**src/rtl/pca_pkg.sv**
```systemverilog
package pca_pkg;
    typedef enum logic [1:0] {
        OWN_NONE  = 2'd0,
        OWN_LEFT  = 2'd1,
        OWN_RIGHT = 2'd2
    } owner_e;

    typedef struct packed {
        owner_e owner;
        logic   tie_right;
    } res_state_t;
endpackage

```
**src/rtl/pca_port_track.sv**
```systemverilog
module pca_port_track #(
    parameter int AW = 12
) (
    input  logic          clk,
    input  logic          rst_n,
    input  logic          en,
    input  logic [AW-1:0] addr,
    output logic          held
);
    typedef struct packed {
        logic          en;
        logic [AW-1:0] addr;
    } trk_t;

    trk_t trk_d, trk_q;

    always_comb begin
        trk_d      = trk_q;
        trk_d.en   = en;
        trk_d.addr = addr;
        held       = en && trk_q.en && (trk_q.addr == addr);
    end

    always_ff @(posedge clk) begin
        if (!rst_n) trk_q <= '0;
        else        trk_q <= trk_d;
    end
endmodule

```
**src/rtl/pca_resolve.sv**
```systemverilog
module pca_resolve
    import pca_pkg::*;
#(
    parameter bit TIE_ALTERNATE = 1'b0
) (
    input  logic clk,
    input  logic rst_n,
    input  logic match,
    input  logic held_l,
    input  logic held_r,
    output logic lose_l,
    output logic lose_r
);
    res_state_t st_d, st_q;
    owner_e     win;
    logic       tie;

    always_comb begin
        st_d = st_q;
        win  = OWN_NONE;
        tie  = 1'b0;
        if (match) begin
            if (st_q.owner != OWN_NONE) begin
                win = st_q.owner;
            end else if (held_l && !held_r) begin
                win = OWN_LEFT;
            end else if (held_r && !held_l) begin
                win = OWN_RIGHT;
            end else begin
                tie = 1'b1;
                win = (TIE_ALTERNATE && st_q.tie_right) ? OWN_RIGHT : OWN_LEFT;
            end
        end
        st_d.owner = win;
        if (tie && TIE_ALTERNATE) st_d.tie_right = !st_q.tie_right;
        lose_l = (win == OWN_RIGHT);
        lose_r = (win == OWN_LEFT);
    end

    always_ff @(posedge clk) begin
        if (!rst_n) st_q <= '{owner: OWN_NONE, tie_right: 1'b0};
        else        st_q <= st_d;
    end

    // a fresh same-cycle arrival under fixed priority goes to the left port
    assert_tie_left_R7: assert property (@(posedge clk) disable iff (!rst_n)
        (!TIE_ALTERNATE && match && !$past(match) && !held_l && !held_r) |-> (lose_r && !lose_l));

    // no loser without a collision
    assert_no_loser_idle_R1: assert property (@(posedge clk) disable iff (!rst_n)
        !match |-> (!lose_l && !lose_r));
endmodule

```
**src/rtl/pca_wgate.sv**
```systemverilog
module pca_wgate (
    input  logic clk,
    input  logic rst_n,
    input  logic master,
    input  logic en,
    input  logic we,
    input  logic busy_int_n,
    input  logic busy_ext_n,
    output logic wr_ok
);
    logic ext_d, ext_q;
    logic pass;

    always_comb begin
        ext_d = busy_ext_n;
        pass  = master ? busy_int_n : (busy_ext_n && ext_q);
        wr_ok = en && we && pass;
    end

    always_ff @(posedge clk) begin
        if (!rst_n) ext_q <= 1'b0;
        else        ext_q <= ext_d;
    end

    // no write from a port held off in master mode
    assert_no_wr_busy_R5: assert property (@(posedge clk) disable iff (!rst_n)
        (master && !busy_int_n) |-> !wr_ok);

    // slave write blocked while the incoming busy is low
    assert_slave_block_R9: assert property (@(posedge clk) disable iff (!rst_n)
        (!master && !busy_ext_n) |-> !wr_ok);

    // slave write needs the incoming busy high at the previous edge too
    assert_settle_R10: assert property (@(posedge clk) disable iff (!rst_n)
        (!master && !$past(busy_ext_n)) |-> !wr_ok);
endmodule

```
**src/rtl/port_collision_arb.sv**
```systemverilog
module port_collision_arb
    import pca_pkg::*;
#(
    parameter int AW            = 12,
    parameter bit TIE_ALTERNATE = 1'b0
) (
    input  logic          clk,
    input  logic          rst_n,
    input  logic          mode_master,
    input  logic          left_en,
    input  logic          left_we,
    input  logic [AW-1:0] left_addr,
    input  logic          right_en,
    input  logic          right_we,
    input  logic [AW-1:0] right_addr,
    input  logic          left_busy_in_n,
    input  logic          right_busy_in_n,
    output logic          left_busy_n,
    output logic          right_busy_n,
    output logic          left_wr_ok,
    output logic          right_wr_ok
);
    localparam int NPORT = 2;

    logic [NPORT-1:0] en_v, we_v, held_v, lose_v, bint_v, bext_v, wok_v;
    logic [AW-1:0]    addr_v [NPORT];
    logic             match;

    always_comb begin
        en_v      = {right_en, left_en};
        we_v      = {right_we, left_we};
        addr_v[0] = left_addr;
        addr_v[1] = right_addr;
        bext_v    = {right_busy_in_n, left_busy_in_n};
        match     = left_en && right_en && (left_addr == right_addr);
        bint_v    = ~lose_v;
    end

    for (genvar p = 0; p < NPORT; p++) begin : g_port
        pca_port_track #(.AW(AW)) trk_i (
            .clk  (clk),
            .rst_n(rst_n),
            .en   (en_v[p]),
            .addr (addr_v[p]),
            .held (held_v[p])
        );
        pca_wgate wg_i (
            .clk       (clk),
            .rst_n     (rst_n),
            .master    (mode_master),
            .en        (en_v[p]),
            .we        (we_v[p]),
            .busy_int_n(bint_v[p]),
            .busy_ext_n(bext_v[p]),
            .wr_ok     (wok_v[p])
        );
    end

    pca_resolve #(.TIE_ALTERNATE(TIE_ALTERNATE)) res_i (
        .clk   (clk),
        .rst_n (rst_n),
        .match (match),
        .held_l(held_v[0]),
        .held_r(held_v[1]),
        .lose_l(lose_v[0]),
        .lose_r(lose_v[1])
    );

    always_comb begin
        left_busy_n  = mode_master ? bint_v[0] : 1'b1;
        right_busy_n = mode_master ? bint_v[1] : 1'b1;
        left_wr_ok   = wok_v[0];
        right_wr_ok  = wok_v[1];
    end

    // exactly one busy low during a master-mode collision
    assert_one_loser_R4: assert property (@(posedge clk) disable iff (!rst_n)
        (mode_master && match) |-> (left_busy_n != right_busy_n));

    // busy released whenever no collision exists
    assert_release_R1: assert property (@(posedge clk) disable iff (!rst_n)
        !match |-> (left_busy_n && right_busy_n));

    // flags steady while a collision persists
    assert_hold_R6: assert property (@(posedge clk) disable iff (!rst_n)
        (match && $past(match) && mode_master && $past(mode_master) && $past(rst_n))
        |-> ($stable(left_busy_n) && $stable(right_busy_n)));

    // slave never drives busy
    assert_slave_quiet_R8: assert property (@(posedge clk) disable iff (!rst_n)
        !mode_master |-> (left_busy_n && right_busy_n));
endmodule

```
**config.mk**
```make
export PLATFORM = sky130hd
export DESIGN_NAME = port_collision_arb
export DESIGN_NICKNAME = d
export VERILOG_FILES = /design/src/rtl/pca_pkg.sv /design/src/rtl/pca_port_track.sv /design/src/rtl/pca_resolve.sv /design/src/rtl/pca_wgate.sv /design/src/rtl/port_collision_arb.sv
export SDC_FILE = /design/constraint.sdc
export NUM_CORES = 1
export LEC_CHECK = 0
export ABC_AREA = 1
export BUFFER_PORTS_ARGS = -buffer_cell sky130_fd_sc_hd__buf_2
export CAP_MARGIN = 20
export CORE_MARGIN = 2
export CORE_UTILIZATION = 45
export CTS_CLUSTER_DIAMETER = 60
export DETAILED_ROUTE_END_ITERATION = 7
export GPL_TIMING_DRIVEN = 0
export PLACE_DENSITY = 0.64
export SLEW_MARGIN = 20
export SYNTH_ARGS = -nofsm -noshare
export SYNTH_HDL_FRONTEND = slang
export SYNTH_HIERARCHICAL = 1
export SYNTH_SLANG_ARGS = --single-unit
```
**constraint.sdc**
```tcl
create_clock -name clk -period 1.9 [get_ports clk]
set_input_delay 0.38 -clock clk [delete_from_list [all_inputs] [get_ports clk]]
set_output_delay 0.38 -clock clk [all_outputs]
set_load 0.01 [all_outputs]
```
==> out/qor.csv <==
stage,metric,value,unit
status,status,finished with violations,
status,violations,setup timing,
timing,clock_skew,0.00539,ns
route,via_per_inst,4.02,
route,drc,0,
yosys,synthMuxAreaShare,0,
global_routing,grt_pass1_wl,5.58,mm
clock_network,cts_root_buffer,clkbuf_4,
timing,slew_headroom,0.870,
route,wl,3.08,mm
yosys,synth_largest_area_cell,dfxtp_1,
timing,drv_slew,0,
floorplan,die_h,63.9,um
route,routedWlPerCell,8.45,um
yosys,synth_top_family_by_area,simple AND/OR/NAND/NOR gates,
power,switchingPower,0.326,mW
global_routing,antenna_found_initial,0,
floorplan,initial_core_util,0.476,
worst_setup_path,cp-end-kind,output port,
yosys,netlist_top_cells_area,"dfxtp_1, nand2_1, inv_1",
placed_design,place.gp.congestion,0.811,
route,first_pass_iters,4,
power,leakagePower,1.25,nW
clock_network,ctsHoldBuffers,0,
yosys,yosysWarnings,6,
timing,hold_ws,0.250,ns
yosys,avgSynthCellArea,5.91,sq um
timing,setup_viol,4,
floorplan,die_area,4080,sq um
layout,postLayoutCoreUtil,0.571,
clock_network,clkSinkCount,30,
hold_path,hold_path_class,in2reg,
timing,period_minus_slack,2.18,ns
yosys,synth_fa_ha_area_frac,0,
timing,fmaxAchievable,458,MHz
timing,hold_viol,0,
yosys,synth_simple_gate_area_frac,0.323,
floorplan,coreArea,3390,sq um
yosys,synth_seq_cells,30,
yosys,syn-cell-area,1610,sq um
power,comb_power_share,0.167,
global_routing,track_usage,0.179,
layout,n_antenna_cell,0,
worst_setup_path,crit_arrival,1.80,ns
yosys,ys_seq_area_frac,0.372,
yosys,synth_xor_area_frac,0.0706,
worst_setup_path,worstPathRequired,1.52,ns
route,num_vias,1463,
clock_network,cts_buffer_depth,2,
yosys,synth.distinct_cells,14,
layout,syn_to_final_growth,20.1,%
power,p_sw_frac,0.269,
route,ant_nets,0,
clock_network,htree_num_levels,2,
yosys,synth_compound_area_frac,0.0372,
clock_network,path_clk_slew,0.09,ns
power,ir_worst_vdd,368,uV
worst_setup_path,crit_type,reg2out,
timing,max_slew.worst_pin.slew,0.196,ns
layout,fin_nets,351,
clock_network,cts_tree,done,
yosys,synth_nets,306,
global_routing,grt_overflow,0,
layout,finalInstanceArea,1940,sq um
route,drt_first_iter_violations,43,
placed_design,place_worst_setup_slack,-0.176,ns
placed_design,portBuffers,36,
floorplan,pin_count,37,
floorplan,fp.dieW,63.9,um
timing,rsz0062_at_grt,true,
yosys,syn_inst,273,
clock_network,clk_latency,0.32,ns
power,pwr_density_cell,625,nW/um^2
power,finalPower,1.21,mW
yosys,synth.top_cell.area_share,0.372,
power,seqPwrFrac,0.556,
layout,drive_gt1_frac,0.211,
timing,finalCritPeriodShare,1.15,
power,clockPowerShare,0.277,
job,maxCapViolCount,0,
global_routing,grt_pass1_vias,1343,
clock_network,cts-buffers-inserted,5,
worst_setup_path,start_kind,register,
floorplan,fp-row-count,21,
placed_design,placed_area,1850,sq um
power,p_int,0.885,mW
timing,fin_ws,-0.285,ns
placed_design,hpwl,2.47,mm
worst_setup_path,critPathMaxFanout,3,
global_routing,grt_start_max_net_pins,12,
-- state kept, by name (all words and copies together), names as in the netlist --
signal / flops
g_port.trk_i/trk_q: 26
g_port.wg_i/ext_q: 2
res_i/st_q: 2
-- power groups by stage --
stage	registers (mW)	clock network, mW	logic, mW
3_3_place_gp	0.685	0	0.199
2_1_floorplan	0.684	0	0.119
6_report	0.673	0.336	0.202
4_1_cts	0.672	0.354	0.204
3_5_place_dp	0.686	0	0.203
5_1_grt	0.677	0.388	0.242
-- synth_stat cells --
cell     instances
inv_1           80
dfxtp_1         30
inv_2            2
nand2_1         99
nor2_2           3
xor2_1          10
nand3_1          3
xnor2_1          3
nor2_1          28
buf_2            2
o21ai_0          4
a21oi_1          4
o21ai_1          4
nand3_2          1
-- placed cells by master (no fill, tap or decap), drive strengths merged --
cell type	n
nand2	99
inv	82
buf	40
nor2	31
dfxtp	30
xor2	10
o21ai	8
clkbuf	7
nand3	4
a21oi	4
xnor2	3
-- cell families (layout without fill, tap and decap cells) --
family                 Yosys count  after routing
buffers and inverters           84            129
AND/OR/NAND/NOR                134            134
AO/OA/AOI/OAI                   12             12
flip-flops                      30             30
XOR/XNOR                        13             13
-- final timing paths --
path,startpoint,end,slack (ns),cells past startpoint
hold reg to reg,res_i/st_q[2],res_i/st_q[2],0.51,2
setup / recovery,g_port[0].trk_i/trk_q[11],right_wr_ok,-0.28,18
setup reg to reg,g_port[1].trk_i/trk_q[1],res_i/st_q[1],0.63,10
hold / removal,right_busy_in_n,g_port[1].wg_i/ext_q,0.25,3
-- area by class of cell --
type	instances	area (sq um)
Buffer	2	10.0
Sequential cell	30	611
Timing Repair Buffer	38	195
Inverter	82	308
Tap cell	46	57.6
Fill cell	366	1450
Clock buffer	7	45.0
Multi-Input combinational cell	159	711
-- repair_timing --
action	4_1_cts	5_1_grt
endpoints found under the setup margin	4	4
pin swaps	4	14
setup buffers	2	0
gates resized for setup	6	12
-- worst max-delay path, stage by stage, from the launching register on --
cell,delay (ns)
dfxtp_1,0.31
inv_1,0.04
nand2_1,0.05
nand2_1,0.04
inv_1,0.05
nand2_1,0.04
nor2_1,0.11
nand2_1,0.07
nor2_2,0.09
inv_1,0.05
nand3_2,0.10
nand2_2,0.07
nor2_4,0.12
inv_2,0.04
inv_2,0.03
nand2_1,0.04
nand2_1,0.05
nor2_1,0.03
buf_2,0.13
-- through the flow --
step	setup TNS [ns]	std cells
CTS	-0.872	364
floorplan	0	273
finish	-0.847	364
detailed placement	-0.340	355
global placement	-0.316	355
global route	-1.63	364
-- metal layers --
layer / routed length (um) / track usage / up-vias
met4: 44 / 0.0571 / 0
met5: 0 / 0 / -
met1: 1550 / 0.240 / 597
met2: 1370 / 0.275 / 19
met3: 113 / 0.0528 / 5
li1: - / - / 842
Power figures use the tool's default switching activity.
